File: config.mk
export PLATFORM = sky130hd
export DESIGN_NAME = cam_pix_fmt
export DESIGN_NICKNAME = d
export VERILOG_FILES = /design/src/rtl/cam_fmt_pkg.sv /design/src/rtl/cam_fmt_pack.sv /design/src/rtl/cam_fmt_pclk.sv /design/src/rtl/cam_pix_fmt.sv
export SDC_FILE = /design/constraint.sdc
export NUM_CORES = 1
export LEC_CHECK = 0
export ABC_AREA = 1
export CAP_MARGIN = 30
export CORE_MARGIN = 2
export CORE_UTILIZATION = 62
export CTS_CLUSTER_SIZE = 24
export DETAILED_ROUTE_END_ITERATION = 6
export DONT_BUFFER_PORTS = 1
export GPL_ROUTABILITY_DRIVEN = 0
export PLACE_DENSITY = 0.8
export SKIP_LAST_GASP = 1
export SLEW_MARGIN = 10
export SYNTH_ARGS = -nofsm -noshare
export SYNTH_HDL_FRONTEND = slang
export SYNTH_SLANG_ARGS = --single-unit
File: constraint.sdc
create_clock -name clk -period 3.4 [get_ports clk]
set_input_delay 0.68 -clock clk [delete_from_list [all_inputs] [get_ports clk]]
set_output_delay 0.68 -clock clk [all_outputs]
set_load 0.01 [all_outputs]
File: src/rtl/cam_fmt_pkg.sv
package cam_fmt_pkg;

    typedef enum logic [1:0] {
        FMT_RAW    = 2'd0,
        FMT_RGB565 = 2'd1,
        FMT_YCC422 = 2'd2,
        FMT_SPARE  = 2'd3
    } fmt_e;

    typedef enum logic [1:0] {
        SQ_IDLE = 2'd0,
        SQ_GAP  = 2'd1,
        SQ_LINE = 2'd2
    } seq_e;

    function automatic logic fmt_two_byte(fmt_e m);
        return (m == FMT_RGB565) || (m == FMT_YCC422);
    endfunction

    function automatic int unsigned fmt_min_np(fmt_e m);
        return fmt_two_byte(m) ? 2 : 1;
    endfunction

endpackage

File: src/rtl/cam_fmt_pack.sv
module cam_fmt_pack
    import cam_fmt_pkg::*;
#(
    parameter int RAW_W = 10,
    parameter int CH_W  = 8
) (
    input  fmt_e              mode_i,
    input  logic              odd_i,
    input  logic [RAW_W-1:0]  raw_i,
    input  logic [CH_W-1:0]   c0_i,
    input  logic [CH_W-1:0]   c1_i,
    input  logic [CH_W-1:0]   c2_i,
    output logic [7:0]        b0_o,
    output logic [7:0]        b1_o,
    output logic              two_o
);
    localparam int OUT_W = 8;

    logic [OUT_W-1:0] raw_top;
    logic [4:0]       r5;
    logic [5:0]       g6;
    logic [4:0]       b5;
    logic [OUT_W-1:0] y8;
    logic [OUT_W-1:0] cb8;
    logic [OUT_W-1:0] cr8;

    assign raw_top = raw_i[RAW_W-1 -: OUT_W];
    assign r5      = c0_i[CH_W-1 -: 5];
    assign g6      = c1_i[CH_W-1 -: 6];
    assign b5      = c2_i[CH_W-1 -: 5];
    assign y8      = c0_i[CH_W-1 -: OUT_W];
    assign cb8     = c1_i[CH_W-1 -: OUT_W];
    assign cr8     = c2_i[CH_W-1 -: OUT_W];

    generate
        if (RAW_W > OUT_W) begin : g_raw_drop
            logic raw_lsb_unused;
            assign raw_lsb_unused = ^raw_i[RAW_W-OUT_W-1:0];
        end
    endgenerate

    always_comb begin
        b0_o  = raw_top;
        b1_o  = '0;
        two_o = 1'b0;
        case (mode_i)
            FMT_RGB565: begin
                b0_o  = {r5, g6[5:3]};
                b1_o  = {g6[2:0], b5};
                two_o = 1'b1;
            end
            FMT_YCC422: begin
                b0_o  = y8;
                b1_o  = odd_i ? cr8 : cb8;
                two_o = 1'b1;
            end
            default: begin
                b0_o  = raw_top;
                b1_o  = '0;
                two_o = 1'b0;
            end
        endcase
    end

endmodule

File: src/rtl/cam_fmt_pclk.sv
module cam_fmt_pclk #(
    parameter int NP_W = 4
) (
    input  logic            clk,
    input  logic            rst_n,
    input  logic [NP_W-1:0] np_i,
    output logic            tick_o,
    output logic            pclk_o,
    output logic            bypass_o
);
    typedef struct packed {
        logic [NP_W-1:0] cnt;
        logic            pclk;
    } dv_t;

    dv_t             dv_d, dv_q;
    logic [NP_W-1:0] lo_len;
    logic            tick;

    always_comb begin
        lo_len   = np_i - (np_i >> 1);
        tick     = (dv_q.cnt >= (np_i - NP_W'(1)));
        dv_d.cnt = tick ? '0 : dv_q.cnt + NP_W'(1);
        dv_d.pclk = (dv_d.cnt >= lo_len);
    end

    always_ff @(posedge clk or negedge rst_n) begin
        if (!rst_n) begin
            dv_q <= '0;
        end else begin
            dv_q <= dv_d;
        end
    end

    assign tick_o   = tick;
    assign pclk_o   = dv_q.pclk;
    assign bypass_o = (np_i == NP_W'(1));

    // every period starts with the low phase
    p_low_after_wrap_r4: assert property (@(posedge clk) disable iff (!rst_n)
        tick |=> !dv_q.pclk);

    // the count never leaves the period
    p_cnt_in_period_r4: assert property (@(posedge clk) disable iff (!rst_n)
        dv_q.cnt < np_i);

endmodule

File: src/rtl/cam_pix_fmt.sv
module cam_pix_fmt
    import cam_fmt_pkg::*;
#(
    parameter int RAW_W = 10,
    parameter int CH_W  = 8,
    parameter int NP_W  = 4
) (
    input  logic             clk,
    input  logic             rst_n,
    input  logic             in_valid,
    input  logic             in_sof,
    input  logic             in_eol,
    input  logic             in_eof,
    input  logic [RAW_W-1:0] in_raw,
    input  logic [CH_W-1:0]  in_c0,
    input  logic [CH_W-1:0]  in_c1,
    input  logic [CH_W-1:0]  in_c2,
    input  logic [1:0]       mode_cfg,
    input  logic [NP_W-1:0]  np_cfg,
    output logic             take_o,
    output logic             pclk_o,
    output logic             vsync_o,
    output logic             hsync_o,
    output logic [7:0]       data_o
);
    localparam int OUT_W = 8;

    typedef struct packed {
        seq_e            seq;
        logic            vsync;
        logic            hsync;
        logic [OUT_W-1:0] data;
        logic            phase;
        logic            chroma;
        logic            line_end;
        logic            frame_end;
        fmt_e            mode;
        logic [NP_W-1:0] np;
    } st_t;

    st_t              s_d, s_q;
    logic             tick;
    logic             pclk_div;
    logic             bypass;
    logic [OUT_W-1:0] byte0;
    logic [OUT_W-1:0] byte1;
    logic             two_byte;
    logic             take;
    logic             first;
    logic [NP_W-1:0]  np_req;

    function automatic logic [NP_W-1:0] clamp_np(input logic [NP_W-1:0] req, input fmt_e m);
        logic [NP_W-1:0] lim;
        lim = NP_W'(fmt_min_np(m));
        return (req < lim) ? lim : req;
    endfunction

    cam_fmt_pclk #(.NP_W(NP_W)) u_pclk (
        .clk      (clk),
        .rst_n    (rst_n),
        .np_i     (s_q.np),
        .tick_o   (tick),
        .pclk_o   (pclk_div),
        .bypass_o (bypass)
    );

    cam_fmt_pack #(.RAW_W(RAW_W), .CH_W(CH_W)) u_pack (
        .mode_i (s_q.mode),
        .odd_i  (s_q.chroma),
        .raw_i  (in_raw),
        .c0_i   (in_c0),
        .c1_i   (in_c1),
        .c2_i   (in_c2),
        .b0_o   (byte0),
        .b1_o   (byte1),
        .two_o  (two_byte)
    );

    always_comb begin
        s_d    = s_q;
        take   = 1'b0;
        first  = 1'b0;
        np_req = clamp_np(np_cfg, fmt_e'(mode_cfg));
        if (tick) begin
            case (s_q.seq)
                SQ_IDLE: begin
                    s_d.vsync = 1'b0;
                    s_d.hsync = 1'b0;
                    s_d.data  = '0;
                    if (in_valid && in_sof) begin
                        s_d.mode   = fmt_e'(mode_cfg);
                        s_d.np     = np_req;
                        s_d.vsync  = 1'b1;
                        s_d.seq    = SQ_GAP;
                        s_d.chroma = 1'b0;
                        s_d.phase  = 1'b0;
                    end
                end
                SQ_GAP: begin
                    s_d.hsync = 1'b0;
                    s_d.data  = '0;
                    first     = in_valid;
                end
                SQ_LINE: begin
                    if (s_q.phase) begin
                        s_d.hsync = 1'b1;
                        s_d.data  = byte1;
                        s_d.phase = 1'b0;
                        take      = 1'b1;
                    end else if (s_q.frame_end) begin
                        s_d.vsync = 1'b0;
                        s_d.hsync = 1'b0;
                        s_d.data  = '0;
                        s_d.seq   = SQ_IDLE;
                    end else if (s_q.line_end) begin
                        s_d.hsync = 1'b0;
                        s_d.data  = '0;
                        s_d.seq   = SQ_GAP;
                    end else if (in_valid) begin
                        first = 1'b1;
                    end else begin
                        s_d.hsync = 1'b0;
                        s_d.data  = '0;
                    end
                end
                default: begin
                    s_d.seq = SQ_IDLE;
                end
            endcase

            if (first) begin
                s_d.hsync = 1'b1;
                s_d.data  = byte0;
                s_d.seq   = SQ_LINE;
                if (two_byte) begin
                    s_d.phase = 1'b1;
                end else begin
                    take = 1'b1;
                end
            end

            if (take) begin
                s_d.line_end  = in_eol | in_eof;
                s_d.frame_end = in_eof;
                s_d.chroma    = (in_eol | in_eof) ? 1'b0 : ~s_q.chroma;
            end
        end
    end

    always_ff @(posedge clk or negedge rst_n) begin
        if (!rst_n) begin
            s_q           <= '0;
            s_q.seq       <= SQ_IDLE;
            s_q.mode      <= FMT_RAW;
            s_q.np        <= NP_W'(2);
        end else begin
            s_q <= s_d;
        end
    end

    assign take_o  = take;
    assign pclk_o  = bypass ? ~clk : pclk_div;
    assign vsync_o = s_q.vsync;
    assign hsync_o = s_q.hsync;
    assign data_o  = s_q.data;

    // the latched divider respects the floor of the latched format
    p_np_floor_r5: assert property (@(posedge clk) disable iff (!rst_n)
        (s_q.np >= NP_W'(1)) && (!fmt_two_byte(s_q.mode) || s_q.np >= NP_W'(2)));

    // bus moves only together with a falling pixel clock
    p_bus_on_fall_r6: assert property (@(posedge clk) disable iff (!rst_n)
        (!bypass && !$stable(s_q.data)) |-> (!pclk_div && $past(pclk_div)));

    // no data outside the line strobe
    p_quiet_bus_r7: assert property (@(posedge clk) disable iff (!rst_n)
        !s_q.hsync |-> (s_q.data == '0));

    // line strobe only inside the frame strobe
    p_line_in_frame_r8: assert property (@(posedge clk) disable iff (!rst_n)
        s_q.hsync |-> s_q.vsync);

    // format is frozen while a frame is running
    p_mode_hold_r9: assert property (@(posedge clk) disable iff (!rst_n)
        (s_q.vsync && $past(s_q.vsync)) |-> ($stable(s_q.mode) && $stable(s_q.np)));

    // one take per slot, never in back-to-back cycles when the slot is longer
    p_take_single_r10: assert property (@(posedge clk) disable iff (!rst_n)
        (take && !bypass) |=> !take);

endmodule

==> results of run 1 <==
-- cell type report --
type,count,share of cell area
sequential,27,0.303
tap,46,0.0258
timing repair buffer,4,0.0191
inverter,33,0.0561
clock buffer,7,0.0219
multi-input combinational,231,0.574
-- cells in the final DEF (no fill, tap or decap) --
cell,Yosys,layout
inv_2,1,1
a31oi_1,1,1
nor2_4,1,1
a21boi_0,2,2
nand3_1,24,24
inv_1,29,29
clkbuf_1,1,1
o211ai_1,1,1
o21ai_2,2,2
buf_12,0,1
ha_1,24,24
clkinv_1,2,2
o21ai_0,22,22
buf_4,9,3
o21ai_1,4,4
xor2_1,4,4
xnor2_1,3,3
clkinv_2,1,1
nand3_2,1,1
a21oi_1,9,9
clkbuf_4,0,6
o21bai_1,2,2
nand2_1,97,97
nand4_1,3,3
nor2_1,22,22
nand2_4,1,1
or2_2,1,1
dfstp_2,1,1
fa_1,1,1
nand2_2,3,3
o22ai_1,3,3
dfrtp_1,26,26
-- worst reg2reg max path: stages, from the launching register on --
cell and delay, ns:
dfstp_2 0.59, inv_1 0.09, ha_1 0.20, nand2_1 0.06
nand2_1 0.05, xor2_1 0.15, ha_1 0.31, a21oi_1 0.16
nand3_1 0.17, buf_4 0.22, nor2_1 0.14, inv_1 0.07
ha_1 0.29, nand4_1 0.09, nand3_1 0.08
-- layer usage --
layer | wire (um) | GRT usage
met5 | 0 | 0
met2 | 2100 | 0.393
met1 | 2100 | 0.334
met4 | 57 | 0.0842
met3 | 312 | 0.0661
-- per-stage QoR --
step | hold slack [ns] | util | worst slack, ns | instances | total power [W]
CTS | 0.0289 | 0.661 | 0.170 | 347 | 0.00218
global route | 0.0130 | 0.663 | 0.0273 | 348 | 0.00245
finish | 0.0268 | 0.663 | 0.228 | 348 | 0.00218
floorplan | 0.384 | - | 0.771 | 306 | 0.00173
global placement | 0.385 | 0.641 | 0.689 | 339 | 0.00193
detailed placement | 0.385 | 0.641 | 0.585 | 339 | 0.00198
-- state kept, by name, summed over array words and instances (netlist names) --
| signal | count |
|---|---|
| u_pclk.pclk_o | 1 |
| vsync_o | 1 |
| s_q | 12 |
| u_pclk.dv_q | 4 |
| data_o | 8 |
| hsync_o | 1 |
-- path summary, 6_finish.rpt --
check | depth (start not counted) | end | from | slack, ns
hold reg to reg | 2 | s_q[1]$_DFFE_PN1P_ | s_q[1]$_DFFE_PN1P_ | 0.50
min in group clk | 2 | s_q[4]$_DFFE_PN0P_ | mode_cfg[0] | 0.35
hold / removal | 1 | vsync_o$_DFFE_PN0P_ | rst_n | 0.03
setup / recovery | 10 | take_o | s_q[1]$_DFFE_PN1P_ | 0.23
max in group asynchronous | 1 | s_q[7]$_DFFE_PN0P_ | rst_n | 3.20
setup reg to reg | 14 | u_pclk.pclk_o$_DFF_PN0_ | s_q[1]$_DFFE_PN1P_ | 0.63
-- repair_timing --
action | CTS | global route
gates resized for setup | 0 | 0
setup endpoints to repair | 0 | 1
hold buffers | 1 | 0
hold endpoints to repair | 26 | 0
setup buffers | 0 | 1
-- cells by family after synthesis --
family,count (synthesis)
AO/OA/AOI/OAI,46
flip-flops,27
adder cells (fa/ha/maj),25
XOR/XNOR,7
AND/OR/NAND/NOR,153
buffers and inverters,48
-- power breakdown --
part	internal [W]	switching (W)	total, W	leakage [nW]
Combinational	0.000525	0.000928	0.00145	0.811
Sequential	0.000435	0.0000958	0.000530	0.357
Clock	0.0000872	0.000110	0.000197	0.0306
Total	0.00105	0.00113	0.00218	1.20
==> flow_summary.toml, run 1 <==
[outcome]
status = "finished, final reports clean"

[critical_path]
critPathArrivalTime_ns = 2.49
endpoint_kind = "output pin"
max_stage_delay_ns = 0.59
crit_fanout = 6
cp-start-kind = "flop"
cpLargestDelayFamily = "flip-flops"
cp_slowest_cell = "dfstp_2"
criticalPathCategory = "flop to output pin"
worst-path-buf-inv = 2
crit_chain = "inv_1 -> ha_1 -> nand2_1 -> nand2_1 -> xor2_1 -> ha_1 -> a21oi_1 -> nand3_1 -> nand2_2 -> inv_1"
critPathRequiredTime_ns = 2.72

[clock_tree]
cts.clk_slew.worst_paths_ns = 0.15
cts_tree = "done"
clk_latency_ns = 0.44

[timing]
fmax_mhz = 315
setup_viol = 0
setup_tns_ns = 0
slew_viol_final = 0
hold_violations = 0
period_share = 0.933
max_slew_margin = 0.683
min_period_ns = 3.17
rsz0062_at_grt = "false"
tightest_slew_ns = 0.473
clock_skew_ns = 0.0145

[die]
die_w_um = 63.4
die_h_um = 63.4
start_util = 0.651
die_area_mm2 = 0.00403
io_pins = 58
rows = 21
core-area_mm2 = 0.00336

[yosys]
synth_cell_type_count = 32
synth-adder-area-share = 0.146
synth-edff-count = 0
ys_top_cells_by_count = "97 x nand2_1, 29 x inv_1, 26 x dfrtp_1"
synthCells = 306
yosys.area.top_type_share = 0.297
synthesis.area_mm2 = 0.00219
ys.warnings.count = 0
syn_area_per_cell_um2 = 7.16
synth.net_count = 377
yosysMostFrequentCell = "nand2_1"
synthSimpleGateAreaFrac = 0.294
ys_ff_latch = 27
synth_top_family_by_area = "simple AND/OR/NAND/NOR gates"
synth_top_cell_by_area = "dfrtp_1"
synth-compound-area-share = 0.117
muxShareOfSynthArea = 0
ys.flop_type = "dfrtp_1"
ys_seq_area_frac = 0.309
synth_area_leaders = "dfrtp_1 30%, nand2_1 17%, ha_1 14%, nand3_1 5.5%, o21ai_0 5.0%"
synth-async-reset-ratio = 1.00
synthXorXnorAreaFrac = 0.0280

[place]
dpl_cell_area_mm2 = 0.00215
port-buffer-count = 0
dp_hpwl_um = 3460

[final_layout]
multi_input_area_mm2 = 0.00128
drive_gt1_frac = 0.0728
antenna-diode-count = 0
nets = 374
n_fill_cell = 333
seq_area_um2 = 677
areaGrowthSynthToFinish_pct = 1.83
stdcell_area_mm2 = 0.00223

[drt]
wirelength_um = 4560
viasPerCell = 5.46
initialDrtViolationCount = 104
drc = 0
routedWlPerCell_um = 13.1
via_count = 1901
ant_nets = 0
drt_pass1_iterations = 4

[pwr]
power_leakage_nw = 1.20
p_per_area_mw_per_mm2 = 978
irDropWorstVdd_uv = 435

[global_routing]
grt_usage = 0.250
antenna_found_initial = 0
grt_first_pass_wirelength_um = 7950
grt_overflow = 0
grt_max_degree = 27
grt_pass1_vias = 1840

[flow_run]
maxCapViolCount = 0

[hold_path]
hp-class = "input pin to async pin"
Power figures use the tool's default switching activity.
==> run 2: changes to the inputs <==
--- a/config.mk
+++ b/config.mk
@@ -5,7 +5,6 @@
 export SDC_FILE = /design/constraint.sdc
 export NUM_CORES = 1
 export LEC_CHECK = 0
-export ABC_AREA = 1
 export CAP_MARGIN = 30
 export CORE_MARGIN = 2
 export CORE_UTILIZATION = 62
==> run 2 against run 1 <==
Net effect: count of clock-buffer cells in the layout shrank 1; synthesized cell count decreased by 26%; global-route usage up 2.8 points; non-clock buffer count is 2 lower; final area grew 0.84%; first-iteration DRC count grew 13%; critical path type unchanged.
==> flow_summary.toml, run 2 <==
[final_layout]
mostFrequentLayoutCells = "26 x dfrtp_1, 24 x inv_1, 24 x ha_1"
n_fill_cell = 271
layout_commonest_cell = "dfrtp_1"
nets = 289
largest_register_ffs = 12
largest-register = "s_q"
antenna-diode-count = 0
areaGrowthSynthToFinish_pct = 1.81
drive_gt1_frac = 0.161

[pwr]
internal-power_w = 0.00117
power_frac_comb = 0.638
power_leakage_nw = 1.02
total_power_w = 0.00228
power.net_switching_w = 0.00111
swShare = 0.486
p_per_area_mw_per_mm2 = 1020
power_frac_seq = 0.267
irDropWorstVdd_uv = 490
p_clk_frac = 0.095

[clock_tree]
cts_tree = "done"
cts.clk_slew.worst_paths_ns = 0.16
clk_latency_ns = 0.46
cts_setup_buffers = 0

[flow_run]
maxCapViolCount = 0

[global_routing]
grt_overflow = 0
grt_max_degree = 27
grt_pass1_vias = 1849
grt_first_pass_wirelength_um = 8510
antenna_found_initial = 0
grt_usage = 0.278

[yosys]
synth_cell_type_count = 51
synth-async-reset-ratio = 1.00
synth.net_count = 297
synth_area_leaders = "dfrtp_1 29%, ha_1 14%, mux2_2 8.2%, inv_1 4.1%, mux2i_1 2.7%"
synth_top_cell_by_area = "dfrtp_1"
ys_ff_latch = 27
ys.warnings.count = 0
ys.flop_type = "dfrtp_1"
synthCells = 226
yosys.area.top_type_share = 0.294
synth-edff-count = 0
synthesis.area_mm2 = 0.00221
ys_top_cells_by_count = "26 x dfrtp_1, 24 x ha_1, 24 x inv_1"
syn_area_per_cell_um2 = 9.78
ys_seq_area_frac = 0.306
yosysMostFrequentCell = "dfrtp_1"

[drt]
initialDrtViolationCount = 117
wirelength_um = 5040
routedWlPerCell_um = 19.2
via_count = 1777
viasPerCell = 6.76
ant_nets = 0
drc = 0
drt_pass1_iterations = 4

[timing]
tightest_slew_ns = 0.626
period_share = 0.964
finalWorstSetupSlack_ns = 0.123
max_slew_margin = 0.581
fmax_mhz = 305
timing.hold.ws_ns = 0.00526
hold_violations = 0
clock_skew_ns = 0.00679
min_period_ns = 3.28
setup_viol = 0
slew_viol_final = 0

[die]
rows = 21
start_util = 0.652
io_pins = 58
die_area_mm2 = 0.00406
die_h_um = 63.7
die_w_um = 63.7
core-area_mm2 = 0.00339

[place]
dp_slack_ns = 0.265
port-buffer-count = 0
dp_hpwl_um = 3970

[critical_path]
worst-path-buf-inv = 1
max_stage_delay_ns = 0.60
crit_chain = "inv_1 -> ha_1 -> nand2_1 -> nand2_1 -> xnor2_1 -> ha_1 -> o21ai_1 -> nor2b_2 -> a211oi_4"
cpLargestDelayFamily = "flip-flops"
cp-start-kind = "flop"
crit_fanout = 5
endpoint_kind = "output pin"
criticalPathCategory = "flop to output pin"
r2r_end = "u_pclk.pclk_o$_DFF_PN0_"
r2r_slack_ns = 0.25
r2r_cells = 14
critPathRequiredTime_ns = 2.72
critPathArrivalTime_ns = 2.60
cp_slowest_cell = "dfstp_2"
r2r_start = "s_q[1]$_DFFE_PN1P_"

[outcome]
status = "finished, final reports clean"

[hold_path]
hp-class = "input pin to async pin"
[run 2: cell count changes after synthesis, moves of 7 or more]
cell / before / now
a21oi_1: 9 / 2
mux2_2: 0 / 16
nand2_1: 97 / 11
nand3_1: 24 / 9
nor2_1: 22 / 7
o21ai_0: 22 / 5
[run 2: power groups by stage]
stage               Combinational, W  Sequential, W   Clock (W)
floorplan                    0.00121       0.000547  0.00000675
global placement             0.00130       0.000604  0.00000675
detailed placement           0.00141       0.000616  0.00000674
CTS                          0.00142       0.000608    0.000222
global route                 0.00164       0.000629    0.000234
finish                       0.00146       0.000609    0.000218
[run 2: cell families (layout without fill, tap and decap cells)]
family | Yosys count | in the layout | synth area share
AND/OR/NAND/NOR | 43 | 43 | 0.112
XOR/XNOR | 7 | 7 | 0.0277
adder cells (fa/ha/maj) | 25 | 25 | 0.145
AO/OA/AOI/OAI | 60 | 60 | 0.211
buffers and inverters | 42 | 33 | 0.0900
flip-flops | 27 | 27 | 0.306
multiplexers | 22 | 22 | 0.109
[run 2: cell type report]
class                           count  area, um^2  share of cell area
Multi-Input combinational cell    157        1350               0.598
Inverter                           24        90.1              0.0400
Timing Repair Buffer                2        27.5              0.0122
Clock buffer                        6        45.0              0.0200
Sequential cell                    27         677               0.301
Tap cell                           46        57.6              0.0256
Clock inverter                      1        7.51             0.00334
[run 2: layer usage]
layer,vias up,track usage,share of wire
met3,21,0.0768,0.069
met2,92,0.471,0.52
li1,809,-,-
met5,-,0,0
met4,0,0.171,0.034
met1,855,0.306,0.37
[run 2: how the worst max path moves through the flow]
stage	to	cells past startpoint	slack, ns	from
after floorplan	u_pclk.pclk_o$_DFF_PN0_	14	0.51	s_q[1]$_DFFE_PN1P_
after global placement	u_pclk.pclk_o$_DFF_PN0_	14	0.35	s_q[1]$_DFFE_PN1P_
after detailed placement	u_pclk.pclk_o$_DFF_PN0_	14	0.26	s_q[1]$_DFFE_PN1P_
after CTS	take_o	9	0.09	s_q[1]$_DFFE_PN1P_
after global routing	take_o	9	-0.01	s_q[1]$_DFFE_PN1P_
final	take_o	9	0.12	s_q[1]$_DFFE_PN1P_
[run 2: stage by stage]
stage | area (um^2) | util | setup TNS, ns | instances
after CTS | 2240 | 0.660 | 0 | 263
after floorplan | 2210 | - | 0 | 226
after detailed placement | 2170 | 0.639 | 0 | 255
final | 2250 | 0.664 | 0 | 263
after global placement | 2170 | 0.639 | 0 | 255
after global routing | 2250 | 0.664 | -0.0106 | 263
[run 2: what timing repair did]
item                                   4_1_cts  5_1_grt
endpoints found under the hold margin       26        0
gates resized for setup                      0        3
hold buffers                                 1        0
setup endpoints to repair                    0        2
